`config.mk`:
```
export PLATFORM = sky130hd
export DESIGN_NAME = alu8_flags
export DESIGN_NICKNAME = d
export VERILOG_FILES = /design/src/rtl/alu_pkg.sv /design/src/rtl/alu_byte_core.sv /design/src/rtl/alu_flag_merge.sv /design/src/rtl/alu_word_seq.sv /design/src/rtl/alu8_flags.sv
export SDC_FILE = /design/constraint.sdc
export NUM_CORES = 1
export LEC_CHECK = 0
export BUFFER_PORTS_ARGS = -buffer_cell sky130_fd_sc_hd__buf_2
export CAP_MARGIN = 25
export CORE_ASPECT_RATIO = 1.1
export CORE_MARGIN = 2
export CORE_UTILIZATION = 40
export CTS_CLUSTER_DIAMETER = 150
export DETAILED_ROUTE_END_ITERATION = 10
export SLEW_MARGIN = 5
export SYNTH_ARGS = -nofsm -noshare
export SYNTH_HDL_FRONTEND = slang
export SYNTH_SLANG_ARGS = --single-unit
export TNS_END_PERCENT = 30
```
`constraint.sdc`:
```
create_clock -name clk -period 13.9 [get_ports clk]
set_clock_uncertainty 0.05 [all_clocks]
set_input_delay 2.78 -clock clk [delete_from_list [all_inputs] [get_ports clk]]
set_output_delay 2.78 -clock clk [all_outputs]
set_load 0.03 [all_outputs]
```
`src/rtl/alu_pkg.sv`:
```
package alu_pkg;
    localparam int DW = 8;
    localparam int FW = 8;

    localparam int F_C = 0;
    localparam int F_Z = 1;
    localparam int F_N = 2;
    localparam int F_V = 3;
    localparam int F_S = 4;
    localparam int F_H = 5;

    typedef enum logic [3:0] {
        OP_ADD = 4'd0,  OP_ADC = 4'd1,  OP_SUB = 4'd2,  OP_SBC = 4'd3,
        OP_AND = 4'd4,  OP_OR  = 4'd5,  OP_XOR = 4'd6,  OP_COM = 4'd7,
        OP_NEG = 4'd8,  OP_INC = 4'd9,  OP_DEC = 4'd10, OP_SER = 4'd11,
        OP_CLR = 4'd12, OP_R13 = 4'd13, OP_R14 = 4'd14, OP_R15 = 4'd15
    } alu_op_e;

    localparam logic [FW-1:0] M_ARITH = 8'b0011_1111;
    localparam logic [FW-1:0] M_CARRY = 8'b0001_1111;
    localparam logic [FW-1:0] M_LOGIC = 8'b0001_1110;
    localparam logic [FW-1:0] M_KEEP  = 8'b1100_0000;

    typedef struct packed {
        logic [DW-1:0] res;
        logic [FW-1:0] flg;
        logic [FW-1:0] mask;
    } core_out_t;
endpackage

```
`src/rtl/alu_byte_core.sv`:
```
module alu_byte_core
    import alu_pkg::*;
(
    input  logic [3:0]    op,
    input  logic [DW-1:0] a,
    input  logic [DW-1:0] b,
    input  logic [FW-1:0] s,
    output core_out_t     o
);
    logic [DW:0]   ext;
    logic [DW-1:0] r;
    logic          cin;

    always_comb begin
        o      = '0;
        o.res  = a;
        o.flg  = s;
        ext    = '0;
        r      = '0;
        cin    = 1'b0;
        case (alu_op_e'(op))
            OP_ADD, OP_ADC: begin
                cin = (op == OP_ADC) ? s[F_C] : 1'b0;
                ext = {1'b0, a} + {1'b0, b} + {{DW{1'b0}}, cin};
                r   = ext[DW-1:0];
                o.flg[F_H] = (a[3] & b[3]) | (b[3] & ~r[3]) | (~r[3] & a[3]);
                o.flg[F_C] = (a[DW-1] & b[DW-1]) | (b[DW-1] & ~r[DW-1]) | (~r[DW-1] & a[DW-1]);
                o.flg[F_V] = (a[DW-1] & b[DW-1] & ~r[DW-1]) | (~a[DW-1] & ~b[DW-1] & r[DW-1]);
                o.flg[F_Z] = (r == '0);
                o.mask = M_ARITH;
            end
            OP_SUB, OP_SBC: begin
                cin = (op == OP_SBC) ? s[F_C] : 1'b0;
                ext = {1'b0, a} - {1'b0, b} - {{DW{1'b0}}, cin};
                r   = ext[DW-1:0];
                o.flg[F_H] = (~a[3] & b[3]) | (b[3] & r[3]) | (r[3] & ~a[3]);
                o.flg[F_C] = (~a[DW-1] & b[DW-1]) | (b[DW-1] & r[DW-1]) | (r[DW-1] & ~a[DW-1]);
                o.flg[F_V] = (a[DW-1] & ~b[DW-1] & ~r[DW-1]) | (~a[DW-1] & b[DW-1] & r[DW-1]);
                o.flg[F_Z] = (op == OP_SBC) ? ((r == '0) & s[F_Z]) : (r == '0);
                o.mask = M_ARITH;
            end
            OP_AND, OP_OR, OP_XOR: begin
                r = (op == OP_AND) ? (a & b) : (op == OP_OR) ? (a | b) : (a ^ b);
                o.flg[F_V] = 1'b0;
                o.flg[F_Z] = (r == '0);
                o.mask = M_LOGIC;
            end
            OP_COM: begin
                r = ~a;
                o.flg[F_V] = 1'b0;
                o.flg[F_C] = 1'b1;
                o.flg[F_Z] = (r == '0);
                o.mask = M_CARRY;
            end
            OP_NEG: begin
                r = '0 - a;
                o.flg[F_H] = r[3] | a[3];
                o.flg[F_C] = (r != '0);
                o.flg[F_V] = (r == {1'b1, {(DW-1){1'b0}}});
                o.flg[F_Z] = (r == '0);
                o.mask = M_ARITH;
            end
            OP_INC, OP_DEC: begin
                r = (op == OP_INC) ? a + 1'b1 : a - 1'b1;
                o.flg[F_V] = (op == OP_INC) ? (r == {1'b1, {(DW-1){1'b0}}})
                                            : (r == {1'b0, {(DW-1){1'b1}}});
                o.flg[F_Z] = (r == '0);
                o.mask = M_LOGIC;
            end
            OP_SER: begin
                r = '1;
                o.mask = '0;
            end
            OP_CLR: begin
                r = '0;
                o.flg[F_V] = 1'b0;
                o.flg[F_Z] = 1'b1;
                o.mask = M_LOGIC;
            end
            default: begin
                r = a;
                o.mask = '0;
            end
        endcase
        o.res      = r;
        o.flg[F_N] = r[DW-1];
        o.flg[F_S] = r[DW-1] ^ o.flg[F_V];
    end
endmodule

```
`src/rtl/alu_flag_merge.sv`:
```
module alu_flag_merge
    import alu_pkg::*;
(
    input  logic [FW-1:0] old_s,
    input  logic [FW-1:0] new_s,
    input  logic [FW-1:0] mask,
    output logic [FW-1:0] s_out
);
    logic [FW-1:0] eff;

    always_comb begin
        eff   = mask & ~M_KEEP;
        s_out = (new_s & eff) | (old_s & ~eff);
    end
endmodule

```
`src/rtl/alu_word_seq.sv`:
```
module alu_word_seq
    import alu_pkg::*;
#(
    parameter int KW = 6
) (
    input  logic            clk,
    input  logic            rst_n,
    input  logic            go,
    input  logic            sub,
    input  logic [2*DW-1:0] pair,
    input  logic [KW-1:0]   k,
    input  logic [FW-1:0]   s,
    output logic            busy,
    output logic            done,
    output logic [2*DW-1:0] res,
    output logic [FW-1:0]   s_out
);
    localparam int PW = 2 * DW;

    typedef enum logic {PH_IDLE, PH_HI} phase_e;

    typedef struct packed {
        phase_e        ph;
        logic [DW-1:0] hi_op;
        logic [DW-1:0] lo_res;
        logic          cy;
        logic          sub;
        logic          p_msb;
        logic [FW-1:0] s_in;
        logic [PW-1:0] res;
        logic [FW-1:0] s_res;
        logic          done;
    } st_t;

    st_t st_d, st_q;

    logic [DW:0]   lo_ext;
    logic [DW-1:0] hi_r;
    logic [PW-1:0] full;
    logic [FW-1:0] fl;

    always_comb begin
        st_d      = st_q;
        st_d.done = 1'b0;
        lo_ext    = '0;
        hi_r      = '0;
        full      = '0;
        fl        = st_q.s_in;
        if (st_q.ph == PH_IDLE) begin
            if (go) begin
                lo_ext = sub ? ({1'b0, pair[DW-1:0]} - {{(DW+1-KW){1'b0}}, k})
                             : ({1'b0, pair[DW-1:0]} + {{(DW+1-KW){1'b0}}, k});
                st_d.lo_res = lo_ext[DW-1:0];
                st_d.cy     = lo_ext[DW];
                st_d.hi_op  = pair[PW-1:DW];
                st_d.p_msb  = pair[PW-1];
                st_d.sub    = sub;
                st_d.s_in   = s;
                st_d.ph     = PH_HI;
            end
        end else begin
            hi_r = st_q.sub ? st_q.hi_op - {{(DW-1){1'b0}}, st_q.cy}
                            : st_q.hi_op + {{(DW-1){1'b0}}, st_q.cy};
            full = {hi_r, st_q.lo_res};
            fl[F_C] = st_q.sub ? (full[PW-1] & ~st_q.p_msb) : (~full[PW-1] & st_q.p_msb);
            fl[F_V] = st_q.sub ? (~full[PW-1] & st_q.p_msb) : (full[PW-1] & ~st_q.p_msb);
            fl[F_N] = full[PW-1];
            fl[F_Z] = (full == '0);
            fl[F_S] = fl[F_N] ^ fl[F_V];
            st_d.res   = full;
            st_d.s_res = fl;
            st_d.done  = 1'b1;
            st_d.ph    = PH_IDLE;
        end
    end

    always_ff @(posedge clk or negedge rst_n) begin
        if (!rst_n) begin
            st_q <= '0;
        end else begin
            st_q <= st_d;
        end
    end

    assign busy  = (st_q.ph == PH_HI);
    assign done  = st_q.done;
    assign res   = st_q.res;
    assign s_out = st_q.s_res;
endmodule

```
`src/rtl/alu8_flags.sv`:
```
module alu8_flags
    import alu_pkg::*;
#(
    parameter int KW = 6
) (
    input  logic            clk,
    input  logic            rst_n,
    input  logic [3:0]      op_i,
    input  logic [DW-1:0]   rd_i,
    input  logic [DW-1:0]   rr_i,
    input  logic [FW-1:0]   sreg_i,
    output logic [DW-1:0]   res_o,
    output logic [FW-1:0]   sreg_o,
    input  logic            word_go_i,
    input  logic            word_sub_i,
    input  logic [2*DW-1:0] pair_i,
    input  logic [KW-1:0]   kimm_i,
    output logic            word_busy_o,
    output logic            word_done_o,
    output logic [2*DW-1:0] word_res_o,
    output logic [FW-1:0]   word_sreg_o
);
    core_out_t core_o;

    alu_byte_core u_core (
        .op (op_i),
        .a  (rd_i),
        .b  (rr_i),
        .s  (sreg_i),
        .o  (core_o)
    );

    alu_flag_merge u_merge (
        .old_s (sreg_i),
        .new_s (core_o.flg),
        .mask  (core_o.mask),
        .s_out (sreg_o)
    );

    assign res_o = core_o.res;

    alu_word_seq #(.KW(KW)) u_word (
        .clk   (clk),
        .rst_n (rst_n),
        .go    (word_go_i),
        .sub   (word_sub_i),
        .pair  (pair_i),
        .k     (kimm_i),
        .s     (sreg_i),
        .busy  (word_busy_o),
        .done  (word_done_o),
        .res   (word_res_o),
        .s_out (word_sreg_o)
    );
endmodule

```
==> run_results.csv <==
group,metric,value,unit
pwr,powerDensity,110,nW/um^2
worst_hold_path,min_to,"u_word.fl[7]",
setup_path,r2r-start,"u_word.st_q[34]",
yosys,synthFlopType,"dfrtp_1",
pwr,p_int,359,uW
yosys,synth.ff_latch_count,46,
route,wirelength,15.7,mm
cells_and_area,area_growth,9.81,%
timing,fin_setup_tns,0,ns
clock_tree,cts.sinks,46,
timing,worst_slew_pin_slew,0.989,ns
yosys,synthesis.nets,774,
floorplanning,core_region_area,13100,um^2
setup_path,crit_slowest_cell,"buf_2",
timing,rsz0062_at_grt,"false",
run,maxCapViolations,0,
clock_tree,post_cts_resized,0,
cells_and_area,diodes,0,
place,gp_congestion,0.948,
floorplanning,die_area,14300,um^2
pwr,power.leakage,0.00273,uW
setup_path,path_class,"input port to output port",
route,vias,4978,
setup_path,reg2reg_slack,10.95,ns
pwr,seq_power_share,29.7,%
pwr,max-vdd-ir-drop,0.0000489,V
timing,hold_violations,0,
clock_tree,clockBufferDepth,2,
yosys,synth_top_area_share,21.6,%
yosys,synth-seq-area-share,21.6,%
yosys,yosys_warnings,0,
setup_path,crit_arrival,7.37,ns
grt,gr-total-overflow,0,
timing,holdWs,0.429,ns
setup_path,r2r_end,"u_word.s_out[1]",
clock_tree,cts_tree,"built",
pwr,p_sw_share,44.2,%
yosys,syn_area_per_cell,8.16,um^2
worst_hold_path,min_path_cells,2,
route,avgViaCountPerCell,5.76,
place,hpwl,12.7,mm
setup_path,crit_path_cell_trace,"buf_2, nand2b_1, nor2_1, fa_1, a21o_1, a21oi_1, o21ai_0, o21ai_0, nand2b_1, a21oi_1, fa_1, mux2i_1, o21ai_0, or4_4, or3_4, a221oi_2, buf_2",
timing,drv_slew,0,
clock_tree,postCtsSetupBuffers,0,
grt,grt_max_degree,47,
route,dr.pass1.iters,5,
clock_tree,cts_buffers,5,
grt,grt_pass1_wl,25.6,mm
yosys,synth_top_cell_by_area,"dfrtp_1",
yosys,ys_top_cells_by_area,"dfrtp_1, ha_1, nand2_1",
clock_tree,cts-hold-fix-buffers,0,
yosys,synth_edf_count,0,
place,port-buffer-count,95,
setup_path,r2r_cells,10,
clock_tree,clk_pin_slew_worst_paths,0.06,ns
setup_path,critPathCaptureType,"output port",
cells_and_area,layout_commonest_cell,"buf_2",
floorplanning,initial_core_util,40.7,%
yosys,yosys.cell_types.count,75,
timing,period_share,73.4,%
worst_hold_path,min_from,"u_word.fl[7]",
cells_and_area,finalNetCount,824,
timing,maxSlewHeadroom,34.0,%
route,first_iter_violations,450,
cells_and_area,layout_common_cells,"buf_2, nand2_1, ha_1, inv_1, dfrtp_1",
setup_path,crit_required,11.07,ns
route,ant_nets,0,
setup_path,worstPathMaxFanout,39,
yosys,netlist_area,5330,um^2
floorplanning,die_w,114,um
grt,grt_pass1_vias,5013,
grt,grt_util_all_layers,22.3,%
floorplanning,row_count,44,
route,wl_per_cell,18.2,um
timing,clock.fmax,0.0981,GHz
clock_tree,cts.htree.levels,2,
pwr,p_sw,284,uW
worst_hold_path,min_path_type,"flip-flop to flip-flop",
cells_and_area,drive_gt1_share,19.1,%
yosys,synthArstFlopShare,100,%
yosys,syn_inst,653,
timing,period_needed,10.20,ns
clock_tree,cts_root_buffer,"clkbuf_16",
pwr,comb_power_share,52.6,%
route,drc,0,
timing,setup-violations-final,0,
setup_path,startpoint_type,"input port",
floorplanning,io_pins,96,
setup_path,critical-path-max-stage-delay,0.59,ns
pwr,power.clock.fraction,17.7,%
floorplanning,fp.dieH,125,um
grt,antenna_found_initial,0,
status,run_status,"completed",
setup_path,crit_top_cell,"o21ai_0",
clock_tree,insertion_delay,0.28,ns
[critical path: cells and delay by family]
family	cells	cell delay, ns
AO/OA/AOI/OAI	7	1.24
adder cells (fa/ha/maj)	2	0.89
buffers and inverters	2	0.82
multiplexers	1	0.17
AND/OR/NAND/NOR	5	1.44
[cell type report]
cell class / count / area (um^2)
fillers: 1335 / 7250
clock inverters: 1 / 7.51
repair buffers: 98 / 510
well taps: 161 / 201
multi-input cells: 501 / 3660
inverters: 51 / 191
clock buffers: 6 / 129
flip-flops and latches: 46 / 1150
[registers in the layout, indices dropped and copies added, names as in the netlist]
| register | cells |
|---|---|
| u_word.st_q | 18 |
| u_word.busy | 1 |
| u_word.res | 15 |
| u_word.done | 1 |
| u_word.s_out | 8 |
| u_word.fl | 3 |
[power by group through the flow]
stage | logic [uW] | registers [uW] | clock network (uW)
final | 338 | 191 | 114
after detailed placement | 336 | 194 | 0
after floorplan | 281 | 188 | 0
after CTS | 338 | 192 | 117
after global routing | 370 | 196 | 122
after global placement | 332 | 192 | 0
[metrics by stage]
stage | area [um^2] | worst slack, ns | total power [uW] | util [%] | instances
floorplan | 5330 | 4.10 | 469 | - | 653
global placement | 5700 | 3.82 | 525 | 43.5 | 856
detailed placement | 5700 | 3.75 | 531 | 43.5 | 856
CTS | 5830 | 3.75 | 647 | 44.5 | 863
global route | 5850 | 3.47 | 688 | 44.7 | 864
finish | 5850 | 3.70 | 643 | 44.7 | 864
[cell families after synthesis]
family,after synthesis,synth area share (%)
muxes,32,6.62
xor gates and xnor gates,32,5.26
adders and majority gates,69,17.4
buffers and inverters,106,9.69
DFF,46,21.6
AOI/OAI and AO/OA,158,19.8
and+or+nand+nor,210,19.7
[worst max path at each step]
| stage | from | to | slack (ns) | cells past startpoint |
|---|---|---|---|---|
| after floorplan | op_i[2] | sreg_o[4] | 4.10 | 18 |
| after global placement | op_i[1] | sreg_o[4] | 3.82 | 17 |
| after detailed placement | op_i[1] | sreg_o[4] | 3.75 | 17 |
| after CTS | op_i[1] | sreg_o[4] | 3.75 | 17 |
| after global routing | op_i[1] | sreg_o[4] | 3.47 | 17 |
| final | op_i[1] | sreg_o[4] | 3.70 | 17 |
[layer usage]
layer  vias to the layer above  global-route usage, %  part of all wire [%]
li1                       2391                      -                     -
met1                      2382                   27.7                    42
met2                       162                   39.0                    49
met3                        43                   2.38                   4.5
met4                         0                   9.11                   4.4
met5                         -                      0                     0
[synthesized netlist by cell type (7+ instances only)]
cell,number
a211oi_1,7
a21oi_1,30
buf_4,27
clkbuf_1,21
dfrtp_1,46
fa_1,9
ha_1,58
inv_1,51
mux2_2,16
mux2i_1,15
nand2_1,72
nand2b_1,14
nand3_1,13
nor2_1,45
nor2b_1,11
nor3_1,12
nor4_1,8
o21a_1,7
o21ai_0,42
xnor2_1,22
xor2_1,10
(Power assumes the default switching activity.)
